## config.mk

```make
export PLATFORM = sky130hd
export DESIGN_NAME = sa_switch_alloc
export DESIGN_NICKNAME = d
export VERILOG_FILES = /design/src/rtl/sa_pkg.sv /design/src/rtl/sa_rr_pick.sv /design/src/rtl/sa_input_stage.sv /design/src/rtl/sa_switch_alloc.sv
export SDC_FILE = /design/constraint.sdc
export NUM_CORES = 1
export LEC_CHECK = 0
export ABC_AREA = 1
export BUFFER_PORTS_ARGS = -buffer_cell sky130_fd_sc_hd__buf_2
export CAP_MARGIN = 5
export CORE_MARGIN = 2
export CORE_UTILIZATION = 50
export DETAILED_ROUTE_END_ITERATION = 10
export PLACE_DENSITY = 0.81
export SLEW_MARGIN = 40
export SYNTH_ARGS = -nofsm -noshare
export SYNTH_HDL_FRONTEND = slang
export SYNTH_SLANG_ARGS = --single-unit
```

## constraint.sdc

```tcl
create_clock -name clk -period 5.4 [get_ports clk]
set_clock_uncertainty 0.2 [all_clocks]
set_input_delay 1.08 -clock clk [delete_from_list [all_inputs] [get_ports clk]]
set_output_delay 1.08 -clock clk [all_outputs]
set_load 0.02 [all_outputs]
```

## src/rtl/sa_pkg.sv

```systemverilog
package sa_pkg;

    typedef enum logic [1:0] {
        FT_HEAD = 2'd0,
        FT_BODY = 2'd1,
        FT_TAIL = 2'd2,
        FT_SOLO = 2'd3
    } ftype_e;

    // index width for a count, never zero
    function automatic int idx_w(input int n);
        return (n > 1) ? $clog2(n) : 1;
    endfunction

    // tail and single-flit packets release their VC
    function automatic logic frees_vc(input logic [1:0] ft);
        return (ft == FT_TAIL) || (ft == FT_SOLO);
    endfunction

endpackage

```

## src/rtl/sa_rr_pick.sv

```systemverilog
module sa_rr_pick #(
    parameter int N  = 4,
    parameter int PW = 2
) (
    input  logic [N-1:0]  req,
    input  logic [PW-1:0] ptr,
    output logic          found,
    output logic [PW-1:0] idx
);
    int k;

    always_comb begin
        found = 1'b0;
        idx   = '0;
        k     = 0;
        for (int i = 0; i < N; i++) begin
            k = int'(ptr) + i;
            if (k >= N) k = k - N;
            if (!found && req[k]) begin
                found = 1'b1;
                idx   = PW'(k);
            end
        end
    end
endmodule

```

## src/rtl/sa_input_stage.sv

```systemverilog
module sa_input_stage #(
    parameter int N_VNET      = 2,
    parameter int VC_PER_VNET = 2,
    parameter int N_OUT       = 3,
    parameter int TS_W        = 8,
    parameter logic [N_VNET-1:0] ORDERED_VNETS = 1,
    localparam int NVC   = N_VNET * VC_PER_VNET,
    localparam int VC_W  = sa_pkg::idx_w(NVC),
    localparam int OUT_W = sa_pkg::idx_w(N_OUT)
) (
    input  logic [NVC-1:0]            req,
    input  logic [NVC-1:0]            credit_ok,
    input  logic [NVC-1:0][OUT_W-1:0] route,
    input  logic [NVC-1:0][TS_W-1:0]  stamp,
    input  logic [VC_W-1:0]           ptr,
    output logic                      win_valid,
    output logic [VC_W-1:0]           win_vc
);
    logic [NVC-1:0] blocked_d;
    logic [NVC-1:0] elig_d;
    int base;

    always_comb begin
        blocked_d = '0;
        elig_d    = '0;
        base      = 0;
        for (int v = 0; v < NVC; v++) begin
            base = (v / VC_PER_VNET) * VC_PER_VNET;
            if (ORDERED_VNETS[v / VC_PER_VNET]) begin
                for (int j = 0; j < VC_PER_VNET; j++) begin
                    if ((base + j != v) && req[base + j] &&
                        (route[base + j] == route[v]) &&
                        (stamp[base + j] < stamp[v]))
                        blocked_d[v] = 1'b1;
                end
            end
            elig_d[v] = req[v] && credit_ok[v] && (int'(route[v]) < N_OUT) &&
                        !blocked_d[v];
        end
    end

    sa_rr_pick #(.N(NVC), .PW(VC_W)) u_pick (
        .req   (elig_d),
        .ptr   (ptr),
        .found (win_valid),
        .idx   (win_vc)
    );
endmodule

```

## src/rtl/sa_switch_alloc.sv

```systemverilog
module sa_switch_alloc #(
    parameter int N_IN        = 3,
    parameter int N_OUT       = 3,
    parameter int N_VNET      = 2,
    parameter int VC_PER_VNET = 2,
    parameter int TS_W        = 8,
    parameter logic [N_VNET-1:0] ORDERED_VNETS = 1,
    localparam int NVC   = N_VNET * VC_PER_VNET,
    localparam int NIV   = N_IN * NVC,
    localparam int VC_W  = sa_pkg::idx_w(NVC),
    localparam int IN_W  = sa_pkg::idx_w(N_IN),
    localparam int OUT_W = sa_pkg::idx_w(N_OUT)
) (
    input  logic                        clk,
    input  logic                        rst,
    input  logic [NIV-1:0]              vc_req,
    input  logic [NIV-1:0]              vc_credit_ok,
    input  logic [NIV-1:0][OUT_W-1:0]   vc_route,
    input  logic [NIV-1:0][VC_W-1:0]    vc_outvc,
    input  logic [NIV-1:0][1:0]         vc_ftype,
    input  logic [NIV-1:0][TS_W-1:0]    vc_stamp,
    input  logic [NIV-1:0]              vc_req_next,
    output logic                        wake,
    output logic [N_OUT-1:0]            xb_valid,
    output logic [N_OUT-1:0][IN_W-1:0]  xb_src,
    output logic [N_OUT-1:0][VC_W-1:0]  xb_vc,
    output logic [N_OUT-1:0][NVC-1:0]   ocred_dec,
    output logic [N_IN-1:0]             up_cred_valid,
    output logic [N_IN-1:0][VC_W-1:0]   up_cred_vc,
    output logic [N_IN-1:0]             up_cred_free,
    output logic [NIV-1:0]              vc_to_st,
    output logic [NIV-1:0]              vc_to_idle
);
    typedef struct packed {
        logic [N_IN-1:0][VC_W-1:0]  in_ptr;
        logic [N_OUT-1:0][IN_W-1:0] out_ptr;
        logic [N_OUT-1:0]           xb_valid;
        logic [N_OUT-1:0][IN_W-1:0] xb_src;
        logic [N_OUT-1:0][VC_W-1:0] xb_vc;
        logic [N_OUT-1:0][NVC-1:0]  ocred;
        logic [N_IN-1:0]            up_valid;
        logic [N_IN-1:0][VC_W-1:0]  up_vc;
        logic [N_IN-1:0]            up_free;
        logic [NIV-1:0]             to_st;
        logic [NIV-1:0]             to_idle;
    } state_t;

    state_t st_d, st_q;

    // stage one results
    logic [N_IN-1:0]             s1_valid;
    logic [N_IN-1:0][VC_W-1:0]   s1_vc;
    logic [N_IN-1:0][OUT_W-1:0]  s1_route;
    // stage two requests and results
    logic [N_OUT-1:0][N_IN-1:0]  s2_req;
    logic [N_OUT-1:0]            s2_found;
    logic [N_OUT-1:0][IN_W-1:0]  s2_idx;

    genvar gi, go;
    generate
        for (gi = 0; gi < N_IN; gi++) begin : g_in
            sa_input_stage #(
                .N_VNET        (N_VNET),
                .VC_PER_VNET   (VC_PER_VNET),
                .N_OUT         (N_OUT),
                .TS_W          (TS_W),
                .ORDERED_VNETS (ORDERED_VNETS)
            ) u_stage (
                .req       (vc_req[gi*NVC +: NVC]),
                .credit_ok (vc_credit_ok[gi*NVC +: NVC]),
                .route     (vc_route[gi*NVC +: NVC]),
                .stamp     (vc_stamp[gi*NVC +: NVC]),
                .ptr       (st_q.in_ptr[gi]),
                .win_valid (s1_valid[gi]),
                .win_vc    (s1_vc[gi])
            );
        end
    endgenerate

    always_comb begin
        for (int i = 0; i < N_IN; i++)
            s1_route[i] = vc_route[i*NVC + int'(s1_vc[i])];
        for (int o = 0; o < N_OUT; o++)
            for (int i = 0; i < N_IN; i++)
                s2_req[o][i] = s1_valid[i] && (int'(s1_route[i]) == o);
    end

    generate
        for (go = 0; go < N_OUT; go++) begin : g_out
            sa_rr_pick #(.N(N_IN), .PW(IN_W)) u_pick (
                .req   (s2_req[go]),
                .ptr   (st_q.out_ptr[go]),
                .found (s2_found[go]),
                .idx   (s2_idx[go])
            );
        end
    endgenerate

    int src, vsel, flat;

    always_comb begin
        st_d = '0;
        src  = 0;
        vsel = 0;
        flat = 0;
        for (int i = 0; i < N_IN; i++)
            st_d.in_ptr[i] = (st_q.in_ptr[i] == VC_W'(NVC - 1)) ? '0
                             : st_q.in_ptr[i] + VC_W'(1);
        for (int o = 0; o < N_OUT; o++)
            st_d.out_ptr[o] = (st_q.out_ptr[o] == IN_W'(N_IN - 1)) ? '0
                              : st_q.out_ptr[o] + IN_W'(1);
        for (int o = 0; o < N_OUT; o++) begin
            if (s2_found[o]) begin
                src  = int'(s2_idx[o]);
                vsel = int'(s1_vc[src]);
                flat = src * NVC + vsel;
                st_d.xb_valid[o]                   = 1'b1;
                st_d.xb_src[o]                     = s2_idx[o];
                st_d.xb_vc[o]                      = vc_outvc[flat];
                st_d.ocred[o][vc_outvc[flat]]      = 1'b1;
                st_d.up_valid[src]                 = 1'b1;
                st_d.up_vc[src]                    = s1_vc[src];
                st_d.up_free[src]                  = sa_pkg::frees_vc(vc_ftype[flat]);
                st_d.to_st[flat]                   = 1'b1;
                st_d.to_idle[flat]                 = sa_pkg::frees_vc(vc_ftype[flat]);
            end
        end
    end

    always_ff @(posedge clk) begin
        if (rst) st_q <= '0;
        else     st_q <= st_d;
    end

    assign wake          = |vc_req_next;
    assign xb_valid      = st_q.xb_valid;
    assign xb_src        = st_q.xb_src;
    assign xb_vc         = st_q.xb_vc;
    assign ocred_dec     = st_q.ocred;
    assign up_cred_valid = st_q.up_valid;
    assign up_cred_vc    = st_q.up_vc;
    assign up_cred_free  = st_q.up_free;
    assign vc_to_st      = st_q.to_st;
    assign vc_to_idle    = st_q.to_idle;
endmodule

```

After elaboration in Yosys (flattened, before gate mapping). Cells that the tools add are included.

RAM bits: 0. Output and inout port bits: 64. Register bits: 75. Input port bits: 206. Memory bits (read-only): 0. Memories: 0. Logic and storage cells: 497. Latch bits: 0.

Reduce and logical (&&, ||, !) cells: 112. Multiplexer cells: 200. Equal/unequal tests: 24. $add $sub $neg: 47. Divide/modulo/power cells: 0. Shift-type cells: 0. Bitwise gates (word level): 10. Multipliers: 0. $lt $le $gt $ge: 81.

Operator list (number): $lt 32x4->1 const B (21); $mux 32 (21); $ge 32x3->1 const B (6); $sub 32x3->32 const B (6); $mux 36 (3); $mux 2 (44); $mux 1 (81); $logic_and 1x1->1 (75); $bmux 2 s4 (8); $lt 8x8->1 (6); $bmux 1 s2 (21); $eq 2x2->1 const B (18); $sub 3x3->4 const B (9); $add 2x2->3 const B (9); $ge 3x3->1 const B (9); $bwmux 12 (2); $lt 2x2->1 const B (12); $or 12x12->12 (2); $logic_not 1->1 (21); $lt 5x5->1 const B (4); $add 2x1->3 const B (6); $lt 2x3->1 const B (6); $reduce_or 2->1 (9); $bmux 2 s2 (4); 26 further kinds (71).

Depth between registers and ports, before layout.
Depth in word-level cells: 49. Depth in mapped cells: 44. Gate-level depth less buffers: 43.

Hierarchy. Synthesis repeated with hierarchy kept, for this count alone.

Cell total of the unflattened synthesis: 1356. Area total of the unflattened synthesis: 7958.9 um^2.

By module, submodules not included: sa_switch_alloc (times used 1, seq. area each 1501.4 um^2, cells each 843, area each 5308.8 um^2); sa_input_stage (times used 3, seq. area each 0.0 um^2, cells each 61, area each 324.1 um^2); sa_rr_pick (g_in[0].u_stage.u_pick ...) (times used 3, seq. area each 0.0 um^2, cells each 59, area each 319.1 um^2); sa_rr_pick (g_out[0].u_pick ...) (times used 3, seq. area each 0.0 um^2, cells each 51, area each 240.2 um^2).

Least setup slack after synthesis. No wires, ideal clock.

Path kind: input-to-reg. From: input port vc_stamp[39] (netlist bit). To: register st_q (netlist bit ocred_dec[10]). Data required time: 5.088 ns. Slack: 0.654 ns. Setup time: 0.112 ns. Path buffers: 3. Cell stages on the path: 38. Arrival: 4.434 ns. Path through: inv_1 ha_1 a21o_1 nor2_2 nand2_1 nand2_2 nand3_1 nand3_1 nand2_1 nand2_1 nand2_1 nand2_2 nand3_2 buf_6 nand2_1 nand3_1 nand2_2 nand3_2 (+2 left out) nand2_2 inv_1 nand3_2 o211ai_2 nand2_4 inv_2 buf_6 o21ai_2 nand2_2 buf_6 nand2_4 inv_2 nand2_1 nand2_1 o21ai_1 nand3_2 nand2_2 nor2_1.

Longest elaborated chain between the ends: 44. Elaborated cells between the ends (all ways): 74. Classes of those cells: add/sub (2); order compare (4); eq/ne (1); mux (47); bitwise (1); reduce/logical (19).

RTL lines: start: declaration (RTL line sa_switch_alloc.sv:21) `input logic [NIV-1:0][TS_W-1:0] vc_stamp,`; $lt 8x8->1 (RTL line sa_input_stage.sv:33) `(stamp[base + j] < stamp[v]))`; $logic_and 1x1->1 (RTL line sa_input_stage.sv:32) `(route[base + j] == route[v]) &&`; $mux 1 (RTL line sa_input_stage.sv:31) `if ((base + j != v) && req[base + j] &&`; $logic_not 1->1 (RTL line sa_input_stage.sv:38) `!blocked_d[v];`; $logic_and 1x1->1 (RTL line sa_input_stage.sv:37) `elig_d[v] = req[v] && credit_ok[v] && (int'(route[v]) < N_OUT) &&`; $bmux 1 s2 (RTL line sa_rr_pick.sv:19) `if (!found && req[k]) begin`; $mux 1 (implied by the code) (2 in series) (RTL line sa_rr_pick.sv:19); $mux 1 (RTL line sa_rr_pick.sv:19); (+26 left out); $mux 2 (implied by the code) (RTL line sa_switch_alloc.sv:115) `vsel = int'(s1_vc[src]);`; $add 4x2->5 (RTL line sa_switch_alloc.sv:116) `flat = src * NVC + vsel;`; $bmux 2 s4 (RTL line sa_switch_alloc.sv:120) `st_d.ocred[o][vc_outvc[flat]] = 1'b1;`; $mux 2 (implied by the code) (2 in series) (RTL line sa_switch_alloc.sv:120); $lt 2x3->1 (implied by the code) / $ge 2x1->1 (equally long branches) (RTL line sa_switch_alloc.sv:120); $logic_and 1x1->1 (implied by the code) (RTL line sa_switch_alloc.sv:120); $mux 1 (implied by the code) (RTL line sa_switch_alloc.sv:120); $demux 1 s2 (RTL line sa_switch_alloc.sv:120); end signal: assignment (RTL line sa_switch_alloc.sv:132) `else st_q <= st_d;`; end: declaration (RTL line sa_switch_alloc.sv:48) `state_t st_d, st_q;`.

Parallel ways exist; a longest one is shown, timed or not. The select of a mux whose other input is x is not followed. A chain may end at the register's enable or synchronous reset.

Final worst setup path.
From: input port vc_stamp[39] (netlist bit). To: register st_q (netlist bit ocred_dec[1]).

Longest elaborated chain between the ends: 44. Elaborated cells between the ends (all ways): 74. Classes of those cells: add/sub (2); order compare (4); mux (47); bitwise (1); reduce/logical (20).

RTL lines (RTL line): $lt 8x8->1 (sa_input_stage.sv:33); $logic_and 1x1->1 (sa_input_stage.sv:32); $mux 1 (sa_input_stage.sv:31); $logic_not 1->1 (sa_input_stage.sv:38); $logic_and 1x1->1 (sa_input_stage.sv:37); $bmux 1 s2 (sa_rr_pick.sv:19); $mux 1 (implied by the code) (2 in series) (sa_rr_pick.sv:19); $mux 1 (sa_rr_pick.sv:19); (+26 left out); $mux 2 (implied by the code) (sa_switch_alloc.sv:115); $add 4x2->5 (sa_switch_alloc.sv:116); $bmux 2 s4 (sa_switch_alloc.sv:120); $mux 2 (implied by the code) (2 in series) (sa_switch_alloc.sv:120); $lt 2x3->1 (implied by the code) / $ge 2x1->1 (equally long branches) (sa_switch_alloc.sv:120); $logic_and 1x1->1 (implied by the code) (sa_switch_alloc.sv:120); $mux 1 (implied by the code) (sa_switch_alloc.sv:120); $demux 1 s2 (sa_switch_alloc.sv:120).

Parallel ways exist; a longest one is shown, timed or not. The select of a mux whose other input is x is not followed.

==> flow_summary_export.csv <==
group,metric,value,unit
outcome,status,"finished clean",
floorplanning,ios,270,
floorplanning,dieArea,0.0153,mm2
clocking,htreeDepth,3,
grt,grt_usage,29.7,%
power_and_ir_drop,internal_power,2.84,mW
layout,finalInstanceArea,0.00927,mm2
synth,synth_ff_type,"dfxtp_1",
setup_path,worst_path_most_repeated_cell,"nand2_1",
placed_design,dpl.cell_count,1630,
grt,grt_max_degree,32,
clocking,insertion_delay,0.36,ns
sta,slew_headroom,63.8,%
synth,postSynthAreaPerCell,5.96,um2
floorplanning,die_h,124,um
setup_path,crit_arrival,5.11,ns
route,drt_pass1_iterations,5,
synth,synth_edf_count,0,
placed_design,routabilityCongestion,1.05,
setup_path,crit_path_end_kind,"register",
synth,yosysSeqAreaShare,20.9,%
floorplanning,coreArea,0.0139,mm2
clocking,ctsLongestPathBuffers,2,
layout,drive_above_1_share,29.1,%
power_and_ir_drop,p_sw_share,55.7,%
sta,maxClockFrequency,197,MHz
synth,synth_common_cells,"nand2_1, inv_1, nand3_1, nor2_1, dfxtp_1",
power_and_ir_drop,comb_power_share,77.5,%
power_and_ir_drop,seq_power_share,12.0,%
floorplanning,initial_utilization,51.6,%
synth,synth_top_area_cell,"dfxtp_1",
clocking,cts_tree,"yes",
route,drc,0,
synth,synth-seq-cells,75,
synth,synth_top_family_by_area,"simple AND/OR/NAND/NOR gates",
layout,n_antenna_cell,0,
setup_path,crit_fanout,6,
sta,finalMaxSlewViolations,0,
setup_path,critical_path_class,"input pin to register",
route,via_count,8810,
synth,yosysTopAreaCellShare,20.9,%
setup_path,required,5.44,ns
layout,instances_no_fill,1659,
grt,grt_overflow,0,
route,wl_per_cell,13.8,um
synth,syn_inst,1205,
placed_design,hpwl,18300,um
synth,yosysWarnings,0,
setup_path,cp-start-kind,"input pin",
clocking,cts_made_buffers,9,
synth,synthesis.area,0.00719,mm2
route,drt_iter0_markers,790,
flow_run,cap_violations,0,
placed_design,io_buffers,209,
power_and_ir_drop,p_leak,5.34,nW
synth,synth_compound_area_share,8.48,%
floorplanning,rows,43,
setup_path,max_stage_delay,0.30,ns
clocking,cts_sinks,75,
hold_path,hold_path_class,"register to register",
layout,nets,1716,
power_and_ir_drop,pwr-share-clk,10.5,%
sta,tightest_slew,0.543,ns
synth,synthDistinctLibCells,44,
power_and_ir_drop,p_per_area,692,mW/mm2
synth,synthSimpleGateAreaFrac,51.8,%
sta,fin_crit_sh,93.8,%
sta,hold_viol,0,
power_and_ir_drop,ir_drop,347,uV
route,final_antenna_net_count,0,
layout,syn_to_final_growth,28.9,%
synth,synthMuxAreaShare,0,%
setup_path,cp_top_family,"simple AND/OR/NAND/NOR gates",
synth,synth.top_cells.by_area,"dfxtp_1, nand2_1, inv_1, nand3_1, ha_1",
grt,grt_pass1_vias,7843,
route,avgViaCountPerCell,5.31,
sta,fin_crit,5.06,ns
setup_path,path_buf_inv,3,
power_and_ir_drop,p_sw,3.57,mW
synth,synthArstFlopShare,0,%
synth,yosysMostFrequentCell,"nand2_1",
grt,grt_pass1_wl,36300,um
clocking,root_buffer,"clkbuf_16",
synth,syn-num-nets,1447,
synth,synth_adder_area_share,6.27,%
grt,antenna_found_initial,0,
clocking,path_clk_slew,0.06,ns
route,finalWirelength,22900,um
sta,finalSetupViolations,0,
synth,synth-xor-area-share,0.487,%
floorplanning,dieWidth,124,um
placed_design,placed_cell_area,0.00873,mm2
setup_path,critPathSlowestCell,"ha_1",
power groups by stage:
stage / Sequential (mW) / Combinational [mW] / Clock, mW
floorplan: 0.945 / 2.96 / 0
global placement: 0.778 / 4.56 / 0
detailed placement: 0.781 / 4.61 / 0
CTS: 0.772 / 4.64 / 0.684
global route: 0.787 / 5.39 / 0.703
finish: 0.769 / 4.97 / 0.675
worst reg2reg max path, cell delays in order, from the launching register on:
cell     delay (ns)
dfxtp_1        0.53
nand4_1        0.14
o21ai_0        0.13
inv_1          0.08
nor2_1         0.21
inv_1          0.09
nand2_1        0.08
nor2_1         0.05
nand2_1        0.09
nor2_1         0.06
a21oi_2        0.28
nand3_1        0.14
nand2_2        0.14
nand4_1        0.13
nand3_1        0.09
nand2_1        0.12
nand3_1        0.13
nand3_2        0.10
nand3_1        0.25
nand2_1        0.15
nor2_2         0.20
nand2_2        0.16
inv_2          0.16
nand2_1        0.06
nand4_1        0.23
nand3_2        0.14
nand2_1        0.10
nor2_1         0.04
logic make-up after synthesis:
logic type / count (synthesis)
AOI/OAI and AO/OA: 99
xor gates and xnor gates: 4
adders and majority gates: 36
buffers and inverters: 210
DFF: 75
and+or+nand+nor: 781
through the flow:
stage          total power, mW  hold WS (ns)  util, %  TNS, ns  setup WS, ns
2_1_floorplan             3.90         0.228        -        0         0.654
3_3_place_gp              5.34         0.244     62.7        0        0.0387
3_5_place_dp              5.39         0.245     62.7   -0.162       -0.0503
4_1_cts                   6.10         0.254     65.1        0         0.281
5_1_grt                   6.88         0.272     66.5   -0.143       -0.0556
6_report                  6.42         0.246     66.5        0         0.335
flip-flops by register name (all words and copies together), names as in the netlist:
signal / count
ocred_dec: 12
st_q: 12
up_cred_free: 3
up_cred_valid: 3
up_cred_vc: 6
vc_to_idle: 12
vc_to_st: 12
xb_src: 6
xb_valid: 3
xb_vc: 6
path summary, 6_finish.rpt:
check / cells past startpoint / startpoint / slack, ns / end
worst max-delay path: 32 / vc_stamp[39] / 0.34 / ocred_dec[1]
worst min-delay path: 1 / st_q[63] / 0.25 / st_q[63]
worst max register to register: 27 / st_q[71] / 1.05 / ocred_dec[1]
worst min register to register: 1 / st_q[63] / 0.25 / st_q[63]
layout make-up:
| type | count | area [um2] |
|---|---|---|
| fill | 1315 | 4670 |
| sequential | 75 | 1500 |
| timing repair buffer | 279 | 1570 |
| multi-input combinational | 920 | 4920 |
| tap | 180 | 225 |
| inverter | 189 | 714 |
| clock inverter | 5 | 82.6 |
| clock buffer | 11 | 253 |
placed cells by master (no fill, tap or decap), types with 3 or more instances in the layout:
cell       count
buf_4         70
inv_2         20
nand3b_1       3
a21oi_1       29
nand4_1       56
nor2_1       114
inv_1        167
nor2_4         4
o21ai_1       10
nand2_1      378
clkbuf_16      9
nand3_2       29
o211ai_1       5
nand2_4       12
a31oi_1        9
nand3_1      111
o21ai_0       20
a21oi_2        6
dfxtp_1       75
o31ai_1        6
xnor2_1        4
nor4_1         3
nor2_2         7
ha_1          36
nand2_2       37
buf_2        209
nor3_1        12
nand3_4        7
layer usage:
layer  GRT usage [%]  share of wire (%)  vias to the layer above
li1                -                  -                     4434
met1            37.8                 41                     3889
met2            49.9                 46                      434
met3            5.54                9.5                       53
met4            11.2                3.0                        0
met5               0                  0                        -
repair_timing:
| action | 4_1_cts | 5_1_grt |
|---|---|---|
| gates resized for setup | 0 | 21 |
| buffers inserted | 0 | 13 |
| hold buffers | 0 | 0 |
| endpoints found under the setup margin | 0 | 39 |
No activity file was read; power rests on OpenSTA's default activity.
